--- config.mk ---
export PLATFORM = sky130hd
export DESIGN_NAME = pkt_word_packer
export DESIGN_NICKNAME = d
export VERILOG_FILES = /design/src/rtl/pkt_pack_pkg.sv /design/src/rtl/pkt_lane_store.sv /design/src/rtl/pkt_sop_gap.sv /design/src/rtl/pkt_word_packer.sv
export SDC_FILE = /design/constraint.sdc
export NUM_CORES = 1
export LEC_CHECK = 0
export BUFFER_PORTS_ARGS = -buffer_cell sky130_fd_sc_hd__buf_2
export CORE_ASPECT_RATIO = 1.75
export CORE_MARGIN = 8
export CORE_UTILIZATION = 35
export CTS_BUF_LIST = sky130_fd_sc_hd__clkbuf_8
export DETAILED_ROUTE_END_ITERATION = 16
export PLACE_DENSITY_LB_ADDON = 0.15
export SKIP_LAST_GASP = 1
export SLEW_MARGIN = 10
export SYNTH_ARGS = -nofsm -noshare
export SYNTH_HDL_FRONTEND = slang
export SYNTH_SLANG_ARGS = --single-unit
--- constraint.sdc ---
create_clock -name clk -period 2.8 [get_ports clk]
set_input_delay 0.84 -clock clk [delete_from_list [all_inputs] [get_ports clk]]
set_output_delay 0.84 -clock clk [all_outputs]
set_load 0.01 [all_outputs]
--- src/rtl/pkt_pack_pkg.sv ---
`timescale 1ns/1ps
package pkt_pack_pkg;

   localparam int WORD_W   = 16;
   localparam int ADDR_LSB = 4;
   localparam int ADDR_W   = 8;

   typedef enum logic [1:0] {
      END_NONE  = 2'b00,
      END_ABORT = 2'b01,
      END_TWO   = 2'b10,
      END_ONE   = 2'b11
   } end_kind_e;

   typedef struct packed {
      logic      payload;
      end_kind_e end_kind;
      logic      sop;
   } ctl_hdr_t;

   function automatic ctl_hdr_t split_hdr(input logic [WORD_W-1:0] w);
      ctl_hdr_t h;
      h.payload  = w[15];
      h.end_kind = end_kind_e'(w[14:13]);
      h.sop      = w[12];
      return h;
   endfunction

endpackage

--- src/rtl/pkt_lane_store.sv ---
`timescale 1ns/1ps
module pkt_lane_store
   import pkt_pack_pkg::*;
#(
   parameter int NUM_CH    = 4,
   parameter int SLOTS     = 4,
   parameter bit MSB_FIRST = 1'b1
)(
   input  logic                          clk,
   input  logic                          rst_n,
   input  logic [$clog2(NUM_CH)-1:0]     sel_ch,
   input  logic                          data_en,
   input  logic [WORD_W-1:0]             word,
   input  logic                          clear_en,
   input  logic                          sop_en,
   input  logic [$clog2(NUM_CH)-1:0]     sop_ch,
   output logic [WORD_W*SLOTS-1:0]       sel_data,
   output logic [$clog2(SLOTS)-1:0]      sel_fill,
   output logic                          sel_full,
   output logic                          sel_sop
);

   localparam int CH_W   = $clog2(NUM_CH);
   localparam int FILL_W = $clog2(SLOTS);
   localparam int OUT_W  = WORD_W * SLOTS;

   logic [OUT_W-1:0]  placed_fill, placed_zero;
   logic [OUT_W-1:0]  data_arr [NUM_CH];
   logic [FILL_W-1:0] fill_arr [NUM_CH];
   logic              full_arr [NUM_CH];
   logic              sop_arr  [NUM_CH];

   if (MSB_FIRST) begin : g_msb_first
      always_comb begin
         placed_fill = '0;
         placed_fill[(SLOTS-1-int'(sel_fill))*WORD_W +: WORD_W] = word;
         placed_zero = '0;
         placed_zero[OUT_W-1 -: WORD_W] = word;
      end
   end else begin : g_lsb_first
      always_comb begin
         placed_fill = '0;
         placed_fill[int'(sel_fill)*WORD_W +: WORD_W] = word;
         placed_zero = '0;
         placed_zero[WORD_W-1:0] = word;
      end
   end

   for (genvar c = 0; c < NUM_CH; c++) begin : g_lane
      logic [OUT_W-1:0]  data_q, data_d;
      logic [FILL_W-1:0] fill_q, fill_d;
      logic              full_q, full_d, sop_q, sop_d;
      logic              hit;

      assign hit = (sel_ch == CH_W'(c));

      always_comb begin
         data_d = data_q;
         fill_d = fill_q;
         full_d = full_q;
         sop_d  = sop_q;
         if (data_en && hit) begin
            if (full_q) begin
               data_d = placed_zero;
               fill_d = FILL_W'(1);
               full_d = 1'b0;
               sop_d  = 1'b0;
            end else begin
               data_d = data_q | placed_fill;
               if (fill_q == FILL_W'(SLOTS-1)) begin
                  full_d = 1'b1;
                  fill_d = '0;
               end else begin
                  fill_d = fill_q + 1'b1;
               end
            end
         end
         if (clear_en && hit) begin
            data_d = '0;
            fill_d = '0;
            full_d = 1'b0;
            sop_d  = 1'b0;
         end
         if (sop_en && (sop_ch == CH_W'(c))) sop_d = 1'b1;
      end

      always_ff @(posedge clk or negedge rst_n) begin
         if (!rst_n) begin
            data_q <= '0;
            fill_q <= '0;
            full_q <= 1'b0;
            sop_q  <= 1'b0;
         end else begin
            data_q <= data_d;
            fill_q <= fill_d;
            full_q <= full_d;
            sop_q  <= sop_d;
         end
      end

      assign data_arr[c] = data_q;
      assign fill_arr[c] = fill_q;
      assign full_arr[c] = full_q;
      assign sop_arr[c]  = sop_q;
   end

   assign sel_data = data_arr[sel_ch];
   assign sel_fill = fill_arr[sel_ch];
   assign sel_full = full_arr[sel_ch];
   assign sel_sop  = sop_arr[sel_ch];

endmodule

--- src/rtl/pkt_sop_gap.sv ---
`timescale 1ns/1ps
module pkt_sop_gap #(
   parameter int MIN_GAP = 8
)(
   input  logic clk,
   input  logic rst_n,
   input  logic word_en,
   input  logic sop_en,
   output logic err_q
);

   localparam int CNT_W = $clog2(MIN_GAP);
   localparam logic [CNT_W-1:0] LIMIT = CNT_W'(MIN_GAP-1);

   logic [CNT_W-1:0] since_q;

   always_ff @(posedge clk or negedge rst_n) begin
      if (!rst_n) begin
         since_q <= LIMIT;
         err_q   <= 1'b0;
      end else begin
         err_q <= sop_en && (since_q < LIMIT);
         if (sop_en)                           since_q <= '0;
         else if (word_en && since_q != LIMIT) since_q <= since_q + 1'b1;
      end
   end

endmodule

--- src/rtl/pkt_word_packer.sv ---
`timescale 1ns/1ps
module pkt_word_packer
   import pkt_pack_pkg::*;
#(
   parameter int NUM_CH      = 4,
   parameter int SLOTS       = 4,
   parameter int MIN_SOP_GAP = 8,
   parameter bit MSB_FIRST   = 1'b1
)(
   input  logic                          clk,
   input  logic                          rst_n,
   input  logic                          in_valid,
   input  logic                          in_ctl,
   input  logic [15:0]                   in_word,
   output logic                          out_valid,
   output logic [16*SLOTS-1:0]           out_data,
   output logic [$clog2(NUM_CH)-1:0]     out_chan,
   output logic                          out_sop,
   output logic                          out_eop,
   output logic [$clog2(2*SLOTS)-1:0]    out_mod,
   output logic                          out_abort,
   output logic                          out_buserr
);

   localparam int CH_W   = $clog2(NUM_CH);
   localparam int FILL_W = $clog2(SLOTS);
   localparam int CNT_W  = FILL_W + 1;
   localparam int MOD_W  = $clog2(2*SLOTS);
   localparam int OUT_W  = WORD_W * SLOTS;

   if (NUM_CH < 2 || (NUM_CH & (NUM_CH-1)) != 0 || CH_W > ADDR_W) begin : g_bad_ch
      $error("NUM_CH must be a power of two between 2 and 256");
   end
   if (SLOTS < 2 || (SLOTS & (SLOTS-1)) != 0) begin : g_bad_slots
      $error("SLOTS must be a power of two of at least 2");
   end
   if (MIN_SOP_GAP < 2) begin : g_bad_gap
      $error("MIN_SOP_GAP must be at least 2");
   end

   ctl_hdr_t          hdr;
   logic              ctl_ev, data_ev, end_ev, open_ev, flush, full_out, emit;
   logic [CH_W-1:0]   cur_ch_q, new_ch;
   logic [OUT_W-1:0]  sel_data;
   logic [FILL_W-1:0] sel_fill;
   logic              sel_full, sel_sop;
   logic [CNT_W-1:0]  words;
   logic [CNT_W:0]    bytes;

   assign hdr     = split_hdr(in_word);
   assign new_ch  = in_word[ADDR_LSB +: CH_W];
   assign ctl_ev  = in_valid && in_ctl;
   assign data_ev = in_valid && !in_ctl;
   assign end_ev  = ctl_ev && (hdr.end_kind != END_NONE);
   assign open_ev = ctl_ev && hdr.payload && hdr.sop;

   always_ff @(posedge clk or negedge rst_n) begin
      if (!rst_n)                    cur_ch_q <= '0;
      else if (ctl_ev && hdr.payload) cur_ch_q <= new_ch;
   end

   pkt_lane_store #(
      .NUM_CH   (NUM_CH),
      .SLOTS    (SLOTS),
      .MSB_FIRST(MSB_FIRST)
   ) u_lanes (
      .clk     (clk),
      .rst_n   (rst_n),
      .sel_ch  (cur_ch_q),
      .data_en (data_ev),
      .word    (in_word),
      .clear_en(end_ev),
      .sop_en  (open_ev),
      .sop_ch  (new_ch),
      .sel_data(sel_data),
      .sel_fill(sel_fill),
      .sel_full(sel_full),
      .sel_sop (sel_sop)
   );

   pkt_sop_gap #(.MIN_GAP(MIN_SOP_GAP)) u_gap (
      .clk    (clk),
      .rst_n  (rst_n),
      .word_en(in_valid),
      .sop_en (open_ev),
      .err_q  (out_buserr)
   );

   assign words    = sel_full ? CNT_W'(SLOTS) : {1'b0, sel_fill};
   assign bytes    = {words, 1'b0} - {{CNT_W{1'b0}}, (hdr.end_kind == END_ONE)};
   assign flush    = end_ev && (sel_full || sel_fill != '0);
   assign full_out = data_ev && sel_full;
   assign emit     = flush || full_out;

   always_ff @(posedge clk or negedge rst_n) begin
      if (!rst_n) begin
         out_valid <= 1'b0;
         out_data  <= '0;
         out_chan  <= '0;
         out_sop   <= 1'b0;
         out_eop   <= 1'b0;
         out_mod   <= '0;
         out_abort <= 1'b0;
      end else begin
         out_valid <= emit;
         out_data  <= emit ? sel_data : '0;
         out_chan  <= emit ? cur_ch_q : '0;
         out_sop   <= emit && sel_sop;
         out_eop   <= flush;
         out_mod   <= flush ? bytes[MOD_W-1:0] : '0;
         out_abort <= flush && (hdr.end_kind == END_ABORT);
      end
   end

endmodule

==> results of run 1 <==
## critical path: cells and delay by family, from the launching register on
kind,cells,cell delay [ps]
AOI/OAI and AO/OA,1,90
adders and majority gates,1,250
buffers and inverters,2,330
DFF,1,490
muxes,1,530
and+or+nand+nor,3,820
## synth_stat cells (3+ instances only)
library cell	instances
clkbuf_1	75
dfstp_2	3
nor2_2	3
nor3_1	67
mux4_2	68
nand2b_1	33
a22o_1	112
mux2i_1	3
nor3b_1	3
a31oi_1	3
dfrtp_1	348
and3_1	4
nor2_1	81
inv_1	9
nand3b_1	6
o21ai_0	58
a21oi_1	30
ha_1	13
nand2_1	64
buf_2	37
a211oi_1	62
o2bb2ai_1	31
nand3_1	6
nor2b_1	91
a32o_1	3
buf_4	10
## kinds of logic (layout without fill, tap and decap cells)
family | count (synthesis) | after routing
flops | 351 | 351
buf+inv | 134 | 293
fa+ha+maj | 13 | 13
mux | 73 | 73
simple gates | 387 | 387
other cells | 0 | 2
compound gates | 308 | 308
xor+xnor | 1 | 1
## worst paths after layout
kind                                                    from                            to  depth (start not counted)
max in group asynchronous                              rst_n  u_lanes.g_lane[0].data_q[54]                          2
worst min-delay path                                   rst_n   u_lanes.g_lane[1].data_q[6]                          1
min in group clk                u_lanes.g_lane[0].data_q[43]  u_lanes.g_lane[0].data_q[43]                          2
worst max-delay path                             cur_ch_q[1]  u_lanes.g_lane[3].data_q[48]                          8
worst min register to register  u_lanes.g_lane[0].data_q[43]  u_lanes.g_lane[0].data_q[43]                          2
worst max register to register                   cur_ch_q[1]  u_lanes.g_lane[3].data_q[48]                          8
## layout make-up
cell class / instances / area (sq um) / share of cell area
sequential: 351 / 8795 / 0.4773
inverter: 9 / 33.78 / 0.001833
clock buffer: 64 / 880.8 / 0.04781
antenna: 2 / 5.005 / 0.0002716
tap: 572 / 715.7 / 0.03884
multi-input combinational: 782 / 6246 / 0.3390
clock inverter: 32 / 210.2 / 0.01141
timing repair buffer: 188 / 1539 / 0.08353
## per-stage QoR
step / util / std cells
finish: 0.4185 / 2000
global route: 0.4184 / 1999
CTS: 0.4180 / 1998
detailed placement: 0.3932 / 1902
global placement: 0.3932 / 1902
floorplan: - / 1267
## per-layer routing
layer | share of wire | wire (um)
met1 | 0.38 | 19510
met2 | 0.52 | 26450
met3 | 0.044 | 2231
met4 | 0.050 | 2511
met5 | 0 | 0
## power groups by stage
stage               Sequential, W  Combinational, W  Clock (W)
finish                    0.00644           0.00383    0.00440
global route              0.00653           0.00420    0.00471
CTS                       0.00643           0.00387    0.00452
detailed placement        0.00652           0.00386          0
global placement          0.00650           0.00380          0
floorplan                 0.00634           0.00246          0
## flip-flops by register name, indices dropped and copies added (netlist names)
name and count:
u_gap.since_q 3, u_lanes.g_lane.data_q 256, out_mod 3, out_chan 2, out_data 64, out_valid 1, out_abort 1, u_lanes.g_lane.fill_q 8
u_lanes.g_lane.full_q 4, out_sop 1, cur_ch_q 2, u_lanes.g_lane.sop_q 4, out_eop 1, u_gap.err_q 1
==> impl_metrics.csv, run 1 <==
group,metric,value,unit
clock_network,ctsHoldBuffers,0,
clock_network,cts_resized,0,
placement,place_area,17310,sq um
sta,fin_ws,196.7,ps
floorplanning,std_cell_rows,102,
job,maxCapViolations,0,
logic_synthesis,synth_fa_ha_area_frac,0.01045,
floorplanning,core,44030,sq um
power,pwr-share-seq,0.439,
routing,via_count,11140,
cells_and_area,drive_gt1_frac,0.2574,
global_route,grt_max_degree,82,
sta,fin_hold_ws,119.3,ps
placement,io_buffers,93,
global_route,grt_pass1_vias,12060,
logic_synthesis,netlist.area_leader.share,0.5596,
clock_network,cts_setup_buffers,0,
worst_setup_path,path_class,"reg -> reg",
logic_synthesis,ys_seq_elements,351,
sta,clock_skew,19.84,ps
logic_synthesis,synth_flop_cell,"dfrtp_1",
routing,dr.first_iter.drc_count,783,
worst_setup_path,crit_path_end_kind,"flip-flop",
routing,routedWlPerCell,25.35,um
power,total_power,0.01467,W
global_route,grt_overflow_total,0,
clock_network,cts_tree,"done",
logic_synthesis,async_flop_share,1.000,
global_route,grt_use_met2,0.3515,
logic_synthesis,syn-cell-area,15560,sq um
clock_network,path_clk_slew,70,ps
logic_synthesis,yosys-top-cells-area,"dfrtp_1, mux4_2, a22o_1, nor2b_1, a211oi_1",
floorplanning,dieHeight,295.0,um
logic_synthesis,synthXorXnorAreaFrac,0.0005628,
routing,via_per_inst,5.570,
logic_synthesis,synth_warnings,0,
logic_synthesis,yosysSeqAreaShare,0.5646,
sta,finalMaxSlewViolations,0,
clock_network,numCtsBuffers,52,
logic_synthesis,synth_compound_area_frac,0.1472,
clock_network,clk_latency,630,ps
power,p_comb_frac,0.261,
logic_synthesis,synthesis.instances,1267,
worst_setup_path,crit_path_max_fanout,16,
worst_setup_path,startpoint_type,"flip-flop",
sta,fin_crit_sh,0.9298,
sta,final.setup.tns,0,ps
logic_synthesis,postSynthAreaPerCell,12.28,sq um
worst_setup_path,worst_path_max_delay_cell,"mux4_2",
logic_synthesis,synth_cell_types,57,
placement,hpwl,32.29,mm
sta,grt_setup_unrepaired,"true",
floorplanning,start_util,0.3535,
global_route,antenna_found_initial,2,
sta,maxSlewHeadroom,0.5458,
global_route,use_met3,0.02787,
floorplanning,die_width,175.4,um
placement,gp_congestion,0.8275,
status,status,"completed",
logic_synthesis,synth_top_family_by_area,"compound AO/OA/AOI/OAI gates",
cells_and_area,nNetsFinal,1417,
routing,ant_nets,0,
sta,hold_viol,0,
floorplanning,die_area,51730,sq um
cells_and_area,final_cell_mix,"dfrtp_1, a22o_1, buf_2, nor2b_1, nor2_1",
global_route,use_met1,0.2343,
worst_setup_path,slowest_delay,530,ps
worst_setup_path,r2r_slack,200,ps
power,switchingPower,0.004785,W
logic_synthesis,synth-simple-area-share,0.1370,
logic_synthesis,syn_nets,1300,
routing,routed_wl,50.71,mm
power,leakage,8.430,nW
power,max-vdd-ir-drop,414.2,uV
placement,dp_slack,141.3,ps
logic_synthesis,synth_edf_count,0,
logic_synthesis,synth_top_cell_by_area,"dfrtp_1",
clock_network,clock-sinks,351,
cells_and_area,num-fill-cells,4230,
clock_network,ctsHtreeMaxLevel,2,
worst_setup_path,arrival,3130,ps
sta,setup_viol,0,
min_path,hold_class,"in -> async",
worst_setup_path,required,3320,ps
power,pwr-share-clk,0.300,
cells_and_area,post-route-cell-area,18430,sq um
clock_network,clockBufferDepth,3,
cells_and_area,area_delta_synth_final,18.40,%
power,power.density,796.1,nW/um^2
global_route,grt_pass1_wl,78.59,mm
clock_network,clock-root-buffer,"clkbuf_8",
power,swShare,0.3262,
power,intPower,0.009884,W
global_route,track_usage,0.1997,
floorplanning,ios,94,
routing,dr.pass1.iters,5,
sta,post-route-min-period,2603,ps
cells_and_area,final_common_cell,"dfrtp_1",
sta,worst_pin_slew,681.4,ps
logic_synthesis,synth.area.mux_share,0.1018,
global_route,top_usage_layer,"met2",
routing,drc,0,
sta,fmax,384.1,MHz
worst_setup_path,crit_chain,"mux4_2 -> inv_1 -> ha_1 -> nand2b_2 -> nor4b_4 -> buf_12 -> a211oi_1 -> nor3_1",
No activity file was read; power rests on OpenSTA's default activity.
==> inputs of run 2 (changes only) <==
PLACE_DENSITY_LB_ADDON = 0.08   (was 0.15)
==> impl_metrics.csv, run 2 (same netlist as run 1, synthesis figures left out) <==
group,metric,value,unit
status,status,"completed",
worst_setup_path,path_class,"reg -> reg",
power,pwr-share-clk,0.310,
power,pwr-share-seq,0.429,
power,total_power,0.01495,W
clock_network,clockBufferDepth,3,
clock_network,ctsHoldBuffers,0,
cells_and_area,final_cell_mix,"dfrtp_1, a22o_1, buf_2, nor2b_1",
routing,ant_nets,0,
sta,maxSlewHeadroom,0.3531,
sta,hold_viol,0,
worst_setup_path,r2r-start,"cur_ch_q[1]",
sta,setup_viol,0,
cells_and_area,nNetsFinal,1428,
sta,fmax,375.5,MHz
floorplanning,dieHeight,295.0,um
floorplanning,die_width,175.4,um
cells_and_area,top_regs,"u_lanes.g_lane.data_q: 256 flops, out_data: 64 flops, u_lanes.g_lane.fill_q: 8 flops",
routing,routed_wl,50.78,mm
worst_setup_path,rr_endpoint,"u_lanes.g_lane[2].data_q[62]",
worst_setup_path,r2r_slack,140,ps
power,swShare,0.3196,
power,power.density,808.0,nW/um^2
cells_and_area,multi_input_comb_area,6246,sq um
clock_network,cts_resized,0,
placement,io_buffers,93,
worst_setup_path,crit_path_end_kind,"flip-flop",
sta,fin_crit_sh,0.9511,
floorplanning,core,44030,sq um
sta,clock_skew,32.74,ps
floorplanning,start_util,0.3535,
power,max-vdd-ir-drop,455.2,uV
cells_and_area,drive_gt1_frac,0.2627,
routing,drc,0,
worst_setup_path,crit_path_max_fanout,9,
cells_and_area,final_common_cell,"dfrtp_1",
global_route,grt_max_degree,85,
routing,via_per_inst,5.495,
clock_network,cts_tree,"done",
global_route,track_usage,0.1992,
clock_network,numCtsBuffers,55,
global_route,antenna_found_initial,1,
sta,finalMaxSlewViolations,0,
worst_setup_path,rr_worst_depth,8,
worst_setup_path,startpoint_type,"flip-flop",
clock_network,cts_setup_buffers,0,
sta,final.setup.tns,0,ps
placement,gp_congestion,0.7730,
min_path,hold_class,"in -> async",
sta,fin_hold_ws,158.2,ps
routing,routedWlPerCell,25.24,um
routing,dr.pass1.iters,5,
global_route,grt_overflow_total,0,
cells_and_area,seqCellArea,8795,sq um
placement,hpwl,33.53,mm
clock_network,path_clk_slew,70,ps
worst_setup_path,arrival,3170,ps
sta,grt_setup_unrepaired,"true",
clock_network,ctsHtreeMaxLevel,2,
cells_and_area,area_delta_synth_final,18.90,%
global_route,grt_pass1_vias,12110,
worst_setup_path,endpoint,"u_lanes.g_lane[2].data_q[62]",
floorplanning,die_area,51730,sq um
cells_and_area,top_register,"u_lanes.g_lane.data_q",
sta,worst_pin_slew,969.3,ps
power,intPower,0.01017,W
worst_setup_path,startpoint,"cur_ch_q[1]",
cells_and_area,post-route-util,0.4203,
worst_setup_path,required,3310,ps
job,maxCapViolations,0,
floorplanning,std_cell_rows,102,
clock_network,clk_latency,620,ps
routing,via_count,11060,
clock_network,clock-sinks,351,
power,p_comb_frac,0.261,
power,switchingPower,0.004777,W
cells_and_area,num-fill-cells,4245,
floorplanning,ios,94,
sta,post-route-min-period,2663,ps
global_route,grt_pass1_wl,78.53,mm
clock_network,clock-root-buffer,"clkbuf_8",
power,leakage,8.518,nW
cells_and_area,largest_reg_flops,256,
routing,dr.first_iter.drc_count,624,
==> run 2: cell type report <==
| type | count | area share |
|---|---|---|
| tap | 572 | 0.03868 |
| timing repair buffer | 196 | 0.08276 |
| inverter | 9 | 0.001826 |
| multi-input combinational | 782 | 0.3375 |
| sequential | 351 | 0.4753 |
| clock buffer | 73 | 0.05430 |
| antenna | 1 | 0.0001352 |
| clock inverter | 28 | 0.009466 |
==> run 2: worst min path at each step <==
stage / to
5_1_grt: u_lanes.g_lane[0].data_q[32]
2_1_floorplan: u_lanes.g_lane[2].data_q[31]
4_1_cts: u_lanes.g_lane[0].data_q[35]
3_3_place_gp: u_lanes.g_lane[0].data_q[36]
6_report: u_lanes.g_lane[0].data_q[32]
3_5_place_dp: u_lanes.g_lane[1].data_q[46]
==> run 2: per-layer routing <==
layer | global-route usage | wire (um) | vias to the layer above
met4 | 0.09129 | 2178 | 0
met3 | 0.02787 | 1805 | 92
met1 | 0.2386 | 20500 | 5832
li1 | - | - | 4887
met5 | 0 | 0 | -
met2 | 0.3500 | 26300 | 245
==> run 2: power by group through the flow <==
stage | logic (W) | clock network, W | registers, W
after floorplan | 0.00246 | 0 | 0.00634
after global placement | 0.00388 | 0 | 0.00648
after detailed placement | 0.00393 | 0 | 0.00651
after CTS | 0.00394 | 0.00479 | 0.00642
after global routing | 0.00428 | 0.00501 | 0.00651
final | 0.00390 | 0.00463 | 0.00642
==> run 2: through the flow <==
| step | instances | instance area (sq um) | worst slack (ps) |
|---|---|---|---|
| after floorplan | 1267 | 15560 | 14.58 |
| after global placement | 1910 | 17300 | 17.66 |
| after detailed placement | 1910 | 17300 | 21.55 |
| after CTS | 2011 | 18480 | 8.872 |
| after global routing | 2012 | 18500 | -22.88 |
| final | 2012 | 18500 | 136.9 |
==> run 2: worst max-delay path: stages (launching register included) <==
cell and delay [ps]:
dfrtp_4 460, mux4_2 520, buf_4 200, ha_1 320, nand2b_2 340, nor4_2 330
buf_4 180, nor3_1 40, nor3_1 190
==> inputs of run 3 (changes only) <==
ABC_AREA = 0   (was default)
CELL_PAD_IN_SITES_DETAIL_PLACEMENT = 1   (was default)
CELL_PAD_IN_SITES_GLOBAL_PLACEMENT = 1   (was default)
==> impl_metrics.csv, run 3 (same netlist as run 1, synthesis figures left out) <==
group,metric,value,unit
status,status,"completed",
sta,final.setup.tns,0,ps
worst_setup_path,required,3310,ps
floorplanning,dieHeight,295.0,um
cells_and_area,post-route-util,0.4213,
power,pwr-share-seq,0.430,
global_route,grt_max_degree,64,
clock_network,path_clk_slew,70,ps
clock_network,clock-sinks,351,
clock_network,clockBufferDepth,3,
routing,dr.pass1.iters,5,
sta,clock_skew,13.79,ps
global_route,track_usage,0.2124,
floorplanning,die_area,51730,sq um
sta,fmax,370.3,MHz
sta,fin_crit_sh,0.9645,
cells_and_area,top_register,"u_lanes.g_lane.data_q",
clock_network,cts_tree,"done",
routing,routed_wl,53.83,mm
global_route,antenna_found_initial,1,
job,maxCapViolations,0,
sta,worst_pin_slew,907.9,ps
sta,post-route-min-period,2701,ps
floorplanning,std_cell_rows,102,
global_route,grt_pass1_wl,82.74,mm
sta,finalMaxSlewViolations,0,
worst_setup_path,path_class,"reg -> reg",
cells_and_area,nNetsFinal,1434,
sta,setup_viol,0,
power,leakage,8.544,nW
cells_and_area,final_common_cell,"dfrtp_1",
routing,routedWlPerCell,26.66,um
sta,maxSlewHeadroom,0.3865,
routing,via_count,11250,
worst_setup_path,crit_path_end_kind,"flip-flop",
global_route,grt_pass1_vias,12670,
routing,via_per_inst,5.573,
worst_setup_path,startpoint_type,"flip-flop",
cells_and_area,fin_cells,2019,
cells_and_area,multi_input_comb_area,6248,sq um
placement,io_buffers,93,
worst_setup_path,arrival,3210,ps
clock_network,numCtsBuffers,55,
floorplanning,die_width,175.4,um
sta,grt_setup_unrepaired,"true",
floorplanning,core,44030,sq um
power,power.density,809.0,nW/um^2
min_path,hold_class,"in -> async",
worst_setup_path,worst_path_max_delay_cell,"nor2b_1",
worst_setup_path,crit_path_max_fanout,31,
placement,place_inst,1912,
cells_and_area,top_regs,"u_lanes.g_lane.data_q: 256 flops, out_data: 64 flops, u_lanes.g_lane.fill_q: 8 flops",
floorplanning,start_util,0.3535,
clock_network,clock-root-buffer,"clkbuf_8",
power,pwr-share-clk,0.307,
cells_and_area,seqCellArea,8795,sq um
cells_and_area,final_cell_mix,"dfrtp_1, a22o_1, buf_2, nor2b_1, buf_4",
sta,fin_hold_ws,173.2,ps
cells_and_area,largest_reg_flops,256,
placement,gp_congestion,0.7785,
routing,ant_nets,0,
power,total_power,0.01500,W
clock_network,ctsHtreeMaxLevel,2,
clock_network,clk_latency,610,ps
routing,dr.first_iter.drc_count,485,
power,swShare,0.3267,
sta,hold_viol,0,
global_route,grt_overflow_total,0,
floorplanning,ios,94,
worst_setup_path,crit_chain,"mux4_2 -> buf_4 -> ha_1 -> buf_12 -> nor2b_1 -> a211oi_1 -> nor3_1",
power,intPower,0.01010,W
power,max-vdd-ir-drop,452.8,uV
routing,drc,0,
cells_and_area,num-fill-cells,4676,
cells_and_area,drive_gt1_frac,0.2697,
cells_and_area,area_delta_synth_final,19.18,%
worst_setup_path,slowest_delay,590,ps
placement,hpwl,36.28,mm
power,p_comb_frac,0.264,
power,switchingPower,0.004902,W
run 3: changes by cell type in the layout (fill, tap and decap cells not counted), moves of 2 or more:
cell	previous run	this run
buf_4	81	83
clkinv_2	5	11
buf_6	0	3
inv_1	28	22
nand2b_2	2	0
run 3: path summary, 6_finish.rpt:
kind	startpoint	to	slack (ps)	depth (start not counted)
max	cur_ch_q[1]	u_lanes.g_lane[0].data_q[49]	100	7
min reg2reg	u_lanes.g_lane[0].data_q[43]	u_lanes.g_lane[0].data_q[43]	480	2
max reg2reg	cur_ch_q[1]	u_lanes.g_lane[0].data_q[49]	100	7
min	rst_n	u_lanes.g_lane[2].data_q[40]	170	1
min in group clk	u_lanes.g_lane[0].data_q[43]	u_lanes.g_lane[0].data_q[43]	480	2
max in group asynchronous	rst_n	u_lanes.g_lane[0].data_q[20]	1860	2
run 3: power groups by stage:
stage | combinational [W] | clock [W] | sequential [W]
4_1_cts | 0.00397 | 0.00475 | 0.00645
2_1_floorplan | 0.00246 | 0 | 0.00634
5_1_grt | 0.00433 | 0.00496 | 0.00654
6_report | 0.00396 | 0.00460 | 0.00645
3_3_place_gp | 0.00386 | 0 | 0.00650
3_5_place_dp | 0.00395 | 0 | 0.00653
run 3: repair_timing:
action,4_1_cts,5_1_grt
cloned,0,1
pin swaps,0,2
resized for setup,1,7
endpoints found under the setup margin,2,35
hold buffers,0,0
setup buffers,0,3
run 3: layout make-up:
class	count	share of cell area
Antenna cell	1	0.0001349
Timing Repair Buffer	202	0.08506
Clock inverter	28	0.008432
Multi-Input combinational cell	782	0.3369
Sequential cell	351	0.4742
Inverter	9	0.001821
Tap cell	572	0.03859
Clock buffer	74	0.05491
run 3: stage by stage:
| stage | setup WS, ps | cell area [sq um] |
|---|---|---|
| global placement | 82.15 | 17310 |
| global route | -10.67 | 18550 |
| detailed placement | 20.59 | 17310 |
| floorplan | 14.58 | 15560 |
| CTS | 34.48 | 18500 |
| finish | 99.47 | 18550 |
run 3: worst max-delay path: cells and delay by family, from the launching register on:
kind | cells | cell delay, ps
simple gates | 2 | 830
mux | 1 | 520
flops | 1 | 440
buf+inv | 2 | 390
fa+ha+maj | 1 | 250
compound gates | 1 | 180
run 3: metal layers:
metal,track usage,routed length [um]
met1,0.2453,21160
met2,0.3739,27430
met3,0.03208,2158
met4,0.1154,3076
met5,0,0
